## src/rtl/wdt_pkg.sv

```systemverilog
package wdt_pkg;
  // Control-to-datapath strobes
  typedef struct packed {
    logic reload;     // reload count from initial value, restart tick phase
    logic halt;       // counter frozen
    logic noReboot;   // suppress reset request
    logic clrFirst;   // clear first-timeout flag
    logic clrSecond;  // clear second-timeout flag
  } wdtStrobe_t;
endpackage

```

## src/rtl/wdt_regs.sv

```systemverilog
module wdt_regs
  import wdt_pkg::*;
#(
  parameter int CNT_W    = 10,
  parameter int INIT_MIN = 4,
  parameter int ADDR_W   = 5,
  parameter int DATA_W   = 16
) (
  input  logic              clk,
  input  logic              rstN,
  input  logic              busWrEn,
  input  logic              busRdEn,
  input  logic [ADDR_W-1:0] busAddr,
  input  logic [DATA_W-1:0] busWrData,
  input  logic [CNT_W-1:0]  count,
  input  logic              firstTo,
  input  logic              secondTo,
  output wdtStrobe_t        strobe,
  output logic [CNT_W-1:0]  initVal,
  output logic [DATA_W-1:0] busRdData
);
  localparam logic [ADDR_W-1:0] OFS_COUNT = ADDR_W'(5'h00);
  localparam logic [ADDR_W-1:0] OFS_STS1  = ADDR_W'(5'h04);
  localparam logic [ADDR_W-1:0] OFS_STS2  = ADDR_W'(5'h06);
  localparam logic [ADDR_W-1:0] OFS_CTRL  = ADDR_W'(5'h08);
  localparam logic [ADDR_W-1:0] OFS_AUX   = ADDR_W'(5'h0C);
  localparam logic [ADDR_W-1:0] OFS_INIT  = ADDR_W'(5'h12);
  localparam int HALT_BIT     = 11;
  localparam int NOREBOOT_BIT = 5;
  localparam int FIRST_BIT    = 3;
  localparam int SECOND_BIT   = 1;
  localparam logic [DATA_W-1:0] CTRL_RST = DATA_W'(1) << HALT_BIT;
  localparam logic [DATA_W-1:0] AUX_RST  = DATA_W'(1) << NOREBOOT_BIT;

  logic [DATA_W-1:0] ctrlReg;
  logic [DATA_W-1:0] auxReg;
  logic wrCount, wrSts1, wrSts2, wrCtrl, wrAux, wrInit;
  logic [CNT_W-1:0] newInit;

  assign wrCount = busWrEn && (busAddr == OFS_COUNT);
  assign wrSts1  = busWrEn && (busAddr == OFS_STS1);
  assign wrSts2  = busWrEn && (busAddr == OFS_STS2);
  assign wrCtrl  = busWrEn && (busAddr == OFS_CTRL);
  assign wrAux   = busWrEn && (busAddr == OFS_AUX);
  assign wrInit  = busWrEn && (busAddr == OFS_INIT);
  assign newInit = busWrData[CNT_W-1:0];

  always_ff @(posedge clk) begin
    if (!rstN) begin
      ctrlReg <= CTRL_RST;
      auxReg  <= AUX_RST;
      initVal <= CNT_W'(INIT_MIN);
    end else begin
      if (wrCtrl) ctrlReg <= busWrData;
      if (wrAux)  auxReg  <= busWrData;
      if (wrInit && (newInit >= CNT_W'(INIT_MIN))) initVal <= newInit;
    end
  end

  always_comb begin
    strobe.reload    = wrCount;
    strobe.halt      = ctrlReg[HALT_BIT];
    strobe.noReboot  = auxReg[NOREBOOT_BIT];
    strobe.clrFirst  = wrSts1 && busWrData[FIRST_BIT];
    strobe.clrSecond = wrSts2 && busWrData[SECOND_BIT];
  end

  always_comb begin
    busRdData = '0;
    if (busRdEn) begin
      case (busAddr)
        OFS_COUNT: busRdData = DATA_W'(count);
        OFS_STS1:  busRdData[FIRST_BIT]  = firstTo;
        OFS_STS2:  busRdData[SECOND_BIT] = secondTo;
        OFS_CTRL:  busRdData = ctrlReg;
        OFS_AUX:   busRdData = auxReg;
        OFS_INIT:  busRdData = DATA_W'(initVal);
        default:   busRdData = '0;
      endcase
    end
  end

  // stored initial value never drops below the floor
  assert_init_floor_R6: assert property (@(posedge clk) disable iff (!rstN)
    initVal >= CNT_W'(INIT_MIN));
  // control register changes only through a bus write
  assert_ctrl_write_only_R3: assert property (@(posedge clk) disable iff (!rstN)
    !wrCtrl |=> $stable(ctrlReg));
endmodule

```

## src/rtl/wdt_core.sv

```systemverilog
module wdt_core
  import wdt_pkg::*;
#(
  parameter int TICK_DIV = 75_000_000,
  parameter int CNT_W    = 10,
  parameter int INIT_MIN = 4
) (
  input  logic             clk,
  input  logic             rstN,
  input  wdtStrobe_t       strobe,
  input  logic [CNT_W-1:0] initVal,
  output logic [CNT_W-1:0] count,
  output logic             firstTo,
  output logic             secondTo,
  output logic             resetReq
);
  localparam int PRE_W = (TICK_DIV > 1) ? $clog2(TICK_DIV) : 1;
  localparam logic [PRE_W-1:0] PRE_LAST = PRE_W'(TICK_DIV - 1);

  logic [PRE_W-1:0] preCnt;
  logic run, tick, expire;

  assign run    = !strobe.halt;
  assign tick   = run && (preCnt == PRE_LAST) && !strobe.reload;
  assign expire = tick && (count == '0);

  always_ff @(posedge clk) begin
    if (!rstN) begin
      preCnt <= '0;
    end else if (!run || strobe.reload || tick) begin
      preCnt <= '0;
    end else begin
      preCnt <= preCnt + PRE_W'(1);
    end
  end

  always_ff @(posedge clk) begin
    if (!rstN) begin
      count    <= CNT_W'(INIT_MIN);
      firstTo  <= 1'b0;
      secondTo <= 1'b0;
      resetReq <= 1'b0;
    end else begin
      resetReq <= expire && firstTo && !strobe.noReboot;
      if (strobe.reload || expire) count <= initVal;
      else if (tick)               count <= count - CNT_W'(1);
      if (expire)                  firstTo <= 1'b1;
      else if (strobe.clrFirst)    firstTo <= 1'b0;
      if (expire && firstTo)       secondTo <= 1'b1;
      else if (strobe.clrSecond)   secondTo <= 1'b0;
    end
  end

  // a halted counter without reload holds its value
  assert_halt_holds_R3: assert property (@(posedge clk) disable iff (!rstN)
    (strobe.halt && !strobe.reload) |=> $stable(count));
  // first-timeout flag only rises after the count sat at zero
  assert_first_after_zero_R7: assert property (@(posedge clk) disable iff (!rstN)
    $rose(firstTo) |-> $past(count) == '0);
  // second-timeout flag only rises while first was already set
  assert_second_needs_first_R8: assert property (@(posedge clk) disable iff (!rstN)
    $rose(secondTo) |-> $past(firstTo));
  // reset request is a single-cycle pulse
  assert_pulse_single_R9: assert property (@(posedge clk) disable iff (!rstN)
    resetReq |=> !resetReq);
  // no reset request while no-reboot was set
  assert_noreboot_gates_R9: assert property (@(posedge clk) disable iff (!rstN)
    resetReq |-> !$past(strobe.noReboot));
endmodule

```

## src/rtl/wdt_timer.sv

```systemverilog
module wdt_timer
  import wdt_pkg::*;
#(
  parameter int TICK_DIV = 75_000_000,
  parameter int CNT_W    = 10,
  parameter int INIT_MIN = 4,
  parameter int ADDR_W   = 5,
  parameter int DATA_W   = 16
) (
  input  logic              clk,
  input  logic              rstN,
  input  logic              busWrEn,
  input  logic              busRdEn,
  input  logic [ADDR_W-1:0] busAddr,
  input  logic [DATA_W-1:0] busWrData,
  output logic [DATA_W-1:0] busRdData,
  output logic              resetReq
);
  wdtStrobe_t       strobe;
  logic [CNT_W-1:0] initVal;
  logic [CNT_W-1:0] count;
  logic             firstTo;
  logic             secondTo;

  wdt_regs #(.CNT_W(CNT_W), .INIT_MIN(INIT_MIN), .ADDR_W(ADDR_W), .DATA_W(DATA_W)) regs_i (
    .clk(clk), .rstN(rstN), .busWrEn(busWrEn), .busRdEn(busRdEn), .busAddr(busAddr),
    .busWrData(busWrData), .count(count), .firstTo(firstTo), .secondTo(secondTo),
    .strobe(strobe), .initVal(initVal), .busRdData(busRdData)
  );

  wdt_core #(.TICK_DIV(TICK_DIV), .CNT_W(CNT_W), .INIT_MIN(INIT_MIN)) core_i (
    .clk(clk), .rstN(rstN), .strobe(strobe), .initVal(initVal), .count(count),
    .firstTo(firstTo), .secondTo(secondTo), .resetReq(resetReq)
  );
endmodule

```

## config.mk

```make
export PLATFORM = sky130hd
export DESIGN_NAME = wdt_timer
export DESIGN_NICKNAME = d
export VERILOG_FILES = /design/src/rtl/wdt_pkg.sv /design/src/rtl/wdt_regs.sv /design/src/rtl/wdt_core.sv /design/src/rtl/wdt_timer.sv
export SDC_FILE = /design/constraint.sdc
export NUM_CORES = 1
export LEC_CHECK = 0
export BUFFER_PORTS_ARGS = -buffer_cell sky130_fd_sc_hd__buf_2
export CORE_ASPECT_RATIO = 1.2
export CORE_UTILIZATION = 42
export CTS_BUF_LIST = sky130_fd_sc_hd__clkbuf_4 sky130_fd_sc_hd__clkbuf_8 sky130_fd_sc_hd__clkbuf_16
export DETAILED_ROUTE_END_ITERATION = 10
export MAX_ROUTING_LAYER = met4
export PLACE_DENSITY_LB_ADDON = 0.08
export SETUP_SLACK_MARGIN = 0.15
export SLEW_MARGIN = 15
export SYNTH_ARGS = -nofsm -noshare
export SYNTH_HDL_FRONTEND = slang
export SYNTH_HIERARCHICAL = 1
export SYNTH_SLANG_ARGS = --single-unit
```

## constraint.sdc

```tcl
create_clock -name clk -period 2.9 [get_ports clk]
set_input_delay 0.435 -clock clk [delete_from_list [all_inputs] [get_ports clk]]
set_output_delay 0.435 -clock clk [all_outputs]
set_load 0.01 [all_outputs]
```

# Word-level counts from Yosys, hierarchy flattened

Index checks and enable logic that the tools add are counted.

Order comparisons: 1
Add/subtract/negate cells: 2
Eq/ne operators: 6
Reductions and logical operators: 26
Bitwise gates (word level): 1
Mux-type cells: 12

Operator list:

| kind                  | count |
|---|---|
| $pmux 12 s4           | 1 |
| $add 27x1->27 const B | 1 |
| $eq 27x27->1 const B  | 1 |
| $mux 10               | 2 |
| $mux 16               | 1 |
| $logic_and 1x1->1     | 14 |
| $eq 5x3->1 const B    | 2 |
| $eq 5x4->1 const B    | 2 |
| $ge 10x3->1 const B   | 1 |
| $logic_not 10->1      | 1 |
| $pmux 1 s5            | 2 |
| $sub 10x1->10 const B | 1 |
| $pmux 1 s4            | 2 |
| $reduce_bool 2->1     | 3 |
| $eq 5x5->1 const B    | 1 |
| $logic_not 5->1       | 1 |
| $mux 1                | 4 |
| $logic_not 1->1       | 3 |
| $logic_or 1x1->1      | 3 |
| $reduce_or 2->1       | 1 |
| $not 1->1             | 1 |

Bits of input ports: 25
Bits in registers: 82
Logic and storage cells: 56

# Longest topological paths before layout

Gate-level depths: netlist of run 1.

Depth after elaboration: 7
Gate-level depth with buffers: 13

# Hierarchy

Netlist of run 1, hierarchy kept.

By module, submodules not included:

| module   | seq. area each (um^2) | area an instance (um^2) | instances | cells each |
|---|---|---|---|---|
| wdt_regs | 840.8                 | 2112.0                  | 1         | 263 |
| wdt_core | 800.8                 | 2031.9                  | 1         | 238 |

# Worst setup path before layout of run 1

Ideal clock, no wire load.

Kind: input port to flip-flop
Start point: input busAddr[3]
End point: register core_i.count[9]
Required time: 2777 ps
Buffers on the path: 5
Stages on the path: 12
Library setup time: 123 ps
Arrival time: 2786 ps
Slack: -9 ps
Cell sequence: clkbuf_1 or2_0 clkbuf_1 nor2_1 buf_4 or4b_1 or4_1 buf_2 or2_1 buf_6 nor4_1 nor3_1

Cells in the longest elaborated chain, start to end: 7
Elaborated cells on any way between the ends: 8
Those cells by class: mux: 1; reduce/logical: 7

Ends and longest elaborated chain:

| what                                                | RTL line        | text |
|---|---|---|
| from (decl)                                         | wdt_timer.sv:14 | `input logic [ADDR_W-1:0] busAddr,` |
| $logic_not 5->1 (*)                                 | wdt_regs.sv:40  | `assign wrCount = busWrEn && (busAddr == OFS_COUNT);` |
| $logic_and 1x1->1 (*)                               | wdt_regs.sv:40  |  |
| via regs_i.wrCount                                  | wdt_regs.sv:37  | `logic wrCount, wrSts1, wrSts2, wrCtrl, wrAux, wrInit;` |
| $logic_not 1->1                                     | wdt_core.sv:24  | `assign tick = run && (preCnt == PRE_LAST) && !strobe.reload;` |
| $logic_and 1x1->1                                   | wdt_core.sv:24  |  |
| $logic_and 1x1->1                                   | wdt_core.sv:25  | `assign expire = tick && (count == '0);` |
| $logic_or 1x1->1                                    | wdt_core.sv:45  | `if (strobe.reload \|\| expire) count <= initVal;` |
| $mux 10 / $reduce_bool 2->1 (equally long branches) | -               |  |
| to (signal assigned)                                | wdt_core.sv:39  | `count <= CNT_W'(INIT_MIN);` |
| to (signal assigned)                                | wdt_core.sv:45  |  |
| to (signal assigned)                                | wdt_core.sv:46  | `else if (tick) count <= count - CNT_W'(1);` |
| to (decl)                                           | wdt_core.sv:12  | `output logic [CNT_W-1:0] count,` |

The timed path passes the listed nets; every way through them passes the cells marked *.
A chain may end at the register's enable or synchronous reset.

==> results of run 1 <==
==> state kept, by name, summed over array words and instances, names as in the netlist <==
name,count
core_i/resetReq,1
regs_i/auxReg,16
regs_i/initVal,10
regs_i/ctrlReg,16
core_i/count,10
core_i/preCnt,27
core_i/firstTo,1
core_i/secondTo,1
==> per-layer routing <==
metal,up-vias,wire length (um)
li1,1840,-
met1,1733,4910
met2,114,5180
met3,24,489
met4,0,286
met5,-,0
==> worst min-delay path by stage <==
stage               cells after the start                         endpoint                            from  slack [ps]
global placement                        2    regs_i/auxReg[7]$_SDFFE_PN0P_   regs_i/auxReg[7]$_SDFFE_PN0P_         440
finish                                  3  regs_i/ctrlReg[11]$_SDFFE_PN1P_                   busWrData[11]         320
detailed placement                      2   regs_i/ctrlReg[9]$_SDFFE_PN0P_  regs_i/ctrlReg[9]$_SDFFE_PN0P_         450
floorplan                               2   regs_i/ctrlReg[0]$_SDFFE_PN0P_  regs_i/ctrlReg[0]$_SDFFE_PN0P_         430
global route                            3  regs_i/ctrlReg[11]$_SDFFE_PN1P_                   busWrData[11]         330
CTS                                     3  regs_i/ctrlReg[11]$_SDFFE_PN1P_                   busWrData[11]         310
==> power by group through the flow <==
stage                     Sequential, mW  Combinational [mW]  Clock (mW)
after detailed placement            1.16               0.111           0
after CTS                           1.14               0.111        1.26
after global routing                1.14               0.122        1.31
final                               1.14               0.112        1.23
after global placement              1.16               0.110           0
after floorplan                     1.16              0.0656           0
==> final cells by class <==
cell class	count	area, um2
Inverter	9	33.8
Timing Repair Buffer	61	355
Tap cell	123	154
Clock inverter	6	90.1
Fill cell	968	4790
Multi-Input combinational cell	380	2270
Clock buffer	10	233
Sequential cell	82	1640
==> metrics by stage <==
stage               instance area (um2)  power, mW  instances  worst slack (ps)   util
floorplan                          4150       1.23        501               154      -
global placement                   4460       1.27        655               165  0.466
detailed placement                 4460       1.27        655               121  0.466
CTS                                4780       2.51        671               475  0.500
global route                       4780       2.57        671               326  0.500
finish                             4780       2.48        671               442  0.500
==> worst min-delay path, delay by kind of cell <==
family / cells / cell delay, ps
buffers and inverters: 1 / 90
AND/OR/NAND/NOR: 2 / 100
==> kinds of logic after synthesis <==
group | Yosys count | share of synthesized area
compound gates | 99 | 0.173
fa+ha+maj | 3 | 0.00906
buf+inv | 39 | 0.0574
simple gates | 243 | 0.287
flops | 82 | 0.396
xor+xnor | 25 | 0.0528
mux | 10 | 0.0242
==> layout by cell type (no fill, tap or decap), drive strengths merged, types with 6 or more instances in the layout <==
cell	count
nand2	96
dfxtp	82
buf	61
nor2	54
a21boi	33
a22oi	25
xor2	19
nand3	18
nand4	15
a21oi	14
nor3	11
nor2b	11
mux2i	10
clkbuf	10
inv	10
nor4	7
xnor2	6
==> impl_metrics.py, run 1 <==
metrics = {
    "synth": {
        "post_synth.cell_area_avg_um2": 8.27,
        "netlist_top_cells_area": "dfxtp_1 40%, nand2_1 8.6%, nor2_1 4.7%",
        "synth_most_common_cell": "nand2_1",
        "synthDistinctLibCells": 62,
        "synthArstFlopShare": 0,
        "synth_nets": 529,
        "synth_top_area_share": 0.396,
        "post_synth_most_frequent_cells": "95 x nand2_1, 82 x dfxtp_1, 52 x nor2_1",
        "synth_cells": 501,
        "synth_seq_cells": 82,
        "ys_seq_area_frac": 0.396,
        "ys_warn_count": 6,
        "synth_edf_count": 0,
        "syn_area_um2": 4140,
        "synthFlopType": "dfxtp_1",
        "yosysTopAreaCell": "dfxtp_1",
    },
    "placement": {
        "gp_congestion": 0.873,
        "port_buffers": 41,
        "place.detailed.hpwl_um": 7620,
    },
    "worst_setup_path": {
        "path_max_fanout": 27,
        "cp-startpoint": "busAddr[2]",
        "crit_type": "primary input to register",
        "worstPathCellList": "buf_2, or2_0, nor2_1, or4b_1, or4_1, or2_1, nand3_4, nor2_1",
        "reg2reg_setup_slack_ps": 530,
        "critPathArrivalTime_ps": 2670,
        "timing.rr.end": "core_i/preCnt[2]$_SDFF_PP0_",
        "crit_path_end_kind": "register",
        "critical_path_depth": 8,
        "worstReg2RegStart": "core_i/preCnt[0]$_SDFF_PP0_",
        "required_ps": 3110,
        "cpMostUsedCell": "nor2_1",
        "critPathLaunchType": "primary input",
        "slowest_stage": "or4_1",
        "cp-endpoint": "core_i/preCnt[2]$_SDFF_PP0_",
        "slowest_delay_ps": 500,
        "reg2reg_depth": 6,
        "crit_family": "simple AND/OR/NAND/NOR gates",
        "worst-path-buf-inv": 1,
    },
    "clocking": {
        "cts_hold_buf": 0,
        "cts_buffer_depth": 2,
        "cts_htree_levels": 3,
        "cts_tree": "done",
        "postCtsResizedCells": 0,
        "cts_setup_buffers": 0,
        "cts_sinks": 82,
        "clkLatencyLatePin_ps": 340,
        "cts_made_buffers": 9,
        "cts_root_buf": "clkbuf_16",
        "path_clk_slew_ps": 60,
    },
    "timing": {
        "timing.hold.ws_ps": 322,
        "max_slew_margin": 0.530,
        "setup_viol": 0,
        "finalClockSkew_ps": 4.52,
        "period_minus_slack_ps": 2460,
        "tightest_slew_ps": 705,
        "hold_viol_final": 0,
        "rsz0062_at_grt": "no",
        "fmax_ghz": 0.407,
        "setup_tns_ps": 0,
        "slew_violations": 0,
        "min_period_over_period": 0.848,
    },
    "run_status": {
        "outcome": "completed",
    },
    "power_and_ir_drop": {
        "ir_drop_mv": 0.327,
        "combPwrFrac": 0.045,
        "p_switching_uw": 536,
        "pwr_density_cell_nw_per_um2": 519,
        "seq_power_share": 0.458,
        "leakage_nw": 1.60,
        "p_clk_frac": 0.496,
        "swShare": 0.216,
        "power.internal_mw": 1.94,
    },
    "min_path": {
        "holdCritPathClass": "primary input to register",
    },
    "global_routing": {
        "grt_pass1_wl_um": 17700,
        "grt_use_met1": 0.277,
        "grt_usage": 0.228,
        "grt_overflow": 0,
        "grt_max_degree": 47,
        "antenna_found_initial": 0,
        "grtUsageMet3": 0.0370,
        "grt_pass1_vias": 3536,
        "grtUsageMet2": 0.370,
        "grt.busiest_layer": "met2",
    },
    "detailed_routing": {
        "vias": 3711,
        "drc": 0,
        "ant_nets": 0,
        "wirelength_um": 10900,
        "first_pass_iters": 5,
        "drt-initial-drc-count": 254,
        "avgRoutedWirePerCell_um": 16.2,
        "via_per_inst": 5.53,
    },
    "final_layout": {
        "antennaDiodeCount": 0,
        "syn2layout_area_growth_pct": 15.3,
        "drive_gt1_frac": 0.168,
        "fin_nets": 571,
    },
    "floorplanning": {
        "die_h_um": 111,
        "initial_core_util": 0.433,
        "rows": 39,
        "die-area_um2": 10300,
        "io_pins": 42,
        "coreArea_um2": 9560,
        "die_x_um": 92.7,
    },
    "job": {
        "maxCapViolations": 0,
    },
}
No activity file was read; power rests on OpenSTA's default activity.
==> run 2, diff against run 1 <==
--- a/config.mk
+++ b/config.mk
@@ -5,6 +5,7 @@
 export SDC_FILE = /design/constraint.sdc
 export NUM_CORES = 1
 export LEC_CHECK = 0
+export ABC_AREA = 1
 export BUFFER_PORTS_ARGS = -buffer_cell sky130_fd_sc_hd__buf_2
 export CORE_ASPECT_RATIO = 1.2
 export CORE_UTILIZATION = 42
==> constraint.sdc (replaced) <==
create_clock -name clk -period 2.4 [get_ports clk]
set_input_delay 0.36 -clock clk [delete_from_list [all_inputs] [get_ports clk]]
set_output_delay 0.36 -clock clk [all_outputs]
set_load 0.01 [all_outputs]
==> run 2 against run 1 <==
Effect of this change: cell area grew 10%; hold slack lost 55 ps; die area grew 13%; non-clock buffer count shrank 15; global-route usage grew 0.56 points; clock power grew 24%; first-iteration DRC count shrank 1.6%; combinational power grew 27%; count of clock-buffer cells in the layout grew 3; sequential share of layout area shrank 3.2 points; worst setup slack lost 140 ps; critical endpoint is now busRdData[10]; largest cell class unchanged; largest power group unchanged.
==> impl_metrics.py, run 2 <==
metrics = {
    "run_status": {
        "outcome": "completed",
    },
    "final_layout": {
        "finish.utilization": 0.493,
        "drive_gt1_frac": 0.166,
        "multi_input_area_um2": 2560,
        "reg.largest.list": "core_i/preCnt x27, regs_i/auxReg x16, regs_i/ctrlReg x16",
        "largest_register_ffs": 27,
        "regArea_um2": 1640,
        "fin_nets": 775,
        "postLayoutCellArea_um2": 5260,
        "top_register": "core_i/preCnt",
        "antennaDiodeCount": 0,
        "nFillCells": 1147,
        "syn2layout_area_growth_pct": 12.4,
        "final_cell_mix": "186 x nand2_1, 120 x nor2_1, 82 x dfxtp_1",
        "layout_commonest_cell": "nand2_1",
        "fin_cells": 880,
    },
    "detailed_routing": {
        "drc": 0,
        "first_pass_iters": 5,
        "wirelength_um": 12700,
        "avgRoutedWirePerCell_um": 14.4,
        "via_per_inst": 5.13,
        "vias": 4516,
        "drt-initial-drc-count": 250,
        "ant_nets": 0,
    },
    "timing": {
        "rsz0062_at_grt": "no",
        "finalClockSkew_ps": 7.43,
        "period_minus_slack_ps": 2100,
        "hold_viol_final": 0,
        "max_slew_margin": 0.608,
        "slew_violations": 0,
        "fmax_ghz": 0.477,
        "tightest_slew_ps": 588,
        "setup_viol": 0,
        "setup_tns_ps": 0,
        "min_period_over_period": 0.874,
    },
    "worst_setup_path": {
        "required_ps": 2040,
        "critPathLaunchType": "primary input",
        "path_max_fanout": 9,
        "timing.rr.end": "core_i/count[2]$_SDFFE_PN1P_",
        "crit_type": "primary input to output port",
        "reg2reg_depth": 10,
        "worstReg2RegStart": "core_i/preCnt[0]$_SDFF_PP0_",
        "crit_path_end_kind": "output port",
        "reg2reg_setup_slack_ps": 380,
        "critPathArrivalTime_ps": 1740,
    },
    "clocking": {
        "clkLatencyLatePin_ps": 340,
        "cts_made_buffers": 9,
        "cts_tree": "done",
        "cts_hold_buf": 0,
        "cts_buffer_depth": 2,
        "cts_root_buf": "clkbuf_16",
        "cts_sinks": 82,
        "cts_htree_levels": 3,
        "path_clk_slew_ps": 60,
    },
    "power_and_ir_drop": {
        "power_mw": 3.05,
        "combPwrFrac": 0.046,
        "seq_power_share": 0.452,
        "swShare": 0.213,
        "power.internal_mw": 2.40,
        "ir_drop_mv": 0.281,
        "pwr_density_cell_nw_per_um2": 580,
        "p_switching_uw": 650,
        "leakage_nw": 2.12,
        "p_clk_frac": 0.502,
    },
    "synth": {
        "ys_warn_count": 6,
        "netlist_top_cells_area": "dfxtp_1 35%, nand2_1 15%, nor2_1 9.6%",
        "synth_top_area_share": 0.351,
        "synth_nets": 739,
        "synthArstFlopShare": 0,
        "synthDistinctLibCells": 39,
        "synth_seq_cells": 82,
        "synth_edf_count": 0,
        "synth_most_common_cell": "nand2_1",
        "post_synth.cell_area_avg_um2": 6.58,
        "ys_seq_area_frac": 0.351,
        "syn_area_um2": 4680,
        "yosysTopAreaCell": "dfxtp_1",
        "post_synth_most_frequent_cells": "186 x nand2_1, 120 x nor2_1, 82 x dfxtp_1",
        "synthFlopType": "dfxtp_1",
        "synth_cells": 711,
    },
    "global_routing": {
        "grt_overflow": 0,
        "grt_usage": 0.234,
        "grt_pass1_vias": 4185,
        "grt_pass1_wl_um": 20900,
        "antenna_found_initial": 0,
        "grt_max_degree": 28,
    },
    "job": {
        "maxCapViolations": 0,
    },
    "floorplanning": {
        "coreArea_um2": 10700,
        "die-area_um2": 11600,
        "rows": 41,
        "io_pins": 42,
        "die_x_um": 98.4,
        "die_h_um": 118,
        "initial_core_util": 0.439,
    },
    "min_path": {
        "holdCritPathClass": "primary input to register",
        "hold_depth": 3,
        "whs_endpoint": "regs_i/ctrlReg[11]$_SDFFE_PN1P_",
        "min_from": "busWrData[11]",
    },
    "placement": {
        "dpl.cell_count": 865,
        "place.detailed.hpwl_um": 9290,
        "gp_congestion": 0.894,
        "placed_area_um2": 4930,
        "port_buffers": 41,
    },
}
run 2: cell count changes after synthesis, moves of 11 or more:
cell      before  now
nand2_1       95  186
nor2_1        52  120
inv_1          9   74
a22oi_1       25    0
a21boi_1      24    0
nand3_1       17   34
a21oi_1       14   30
o21ai_0        5   19
xor2_1        19    7
nor3_1        11   22
o21ai_1        0   11
run 2: power groups by stage:
stage                     Sequential, mW  Combinational (mW)  Clock, mW
after floorplan                     1.41              0.0831          0
after global placement              1.41               0.140          0
after detailed placement            1.41               0.141          0
after CTS                           1.38               0.141       1.56
after global routing                1.38               0.159       1.61
final                               1.38               0.142       1.53
run 2: worst max-delay path, cell delays in order:
cell and delay, ps:
buf_2 120, nor3_2 270, nand2_1 290, inv_1 270, nand2_1 90, a21oi_1 160
buf_2 160
run 2: final cells by class:
| class | instances | share of cell area |
|---|---|---|
| clock inverters | 2 | 0.0114 |
| flip-flops and latches | 82 | 0.312 |
| inverters | 86 | 0.0618 |
| multi-input cells | 522 | 0.487 |
| clock buffers | 13 | 0.0509 |
| well taps | 129 | 0.0307 |
| repair buffers | 46 | 0.0461 |
run 2: worst max path at each step:
stage / from / depth (start not counted) / to
after floorplan: busAddr[2] / 15 / core_i/count[1]$_SDFFE_PN0P_
after detailed placement: busAddr[4] / 13 / core_i/preCnt[20]$_SDFF_PP0_
after global placement: busAddr[4] / 15 / core_i/count[6]$_SDFFE_PN0P_
final: busAddr[4] / 7 / busRdData[10]
after CTS: busAddr[4] / 7 / busRdData[11]
after global routing: core_i/preCnt[0]$_SDFF_PP0_ / 11 / core_i/count[3]$_SDFFE_PN0P_
run 2: per-layer routing:
metal  wire length, um  GRT usage  vias to the layer above
li1                  -          -                     2330
met1              6140      0.313                     2048
met2              5720      0.360                      125
met3               641     0.0404                       13
met4               176     0.0690                        0
met5                 0          -                        -
run 2: kinds of logic (layout without fill, tap and decap cells):
group / after synthesis / in the layout / share of synthesized area
flip-flops: 82 / 82 / 0.351
AO/OA/AOI/OAI: 77 / 77 / 0.0941
XOR/XNOR: 8 / 8 / 0.0150
buffers and inverters: 107 / 147 / 0.103
AND/OR/NAND/NOR: 434 / 434 / 0.429
adder cells (fa/ha/maj): 3 / 3 / 0.00802
run 2: timing repair:
action / in CTS / in global routing
buffers inserted: 0 / 0
gates resized for setup: 0 / 1
endpoints found under the hold margin: 0 / 0
setup endpoints to repair: 0 / 6
run 2: per-stage QoR:
step                      setup slack [ps]  hold WS [ps]
after floorplan                        646           443
after global placement                 272           454
after detailed placement               198           455
after CTS                              284           250
after global routing                   174           276
final                                  302           267
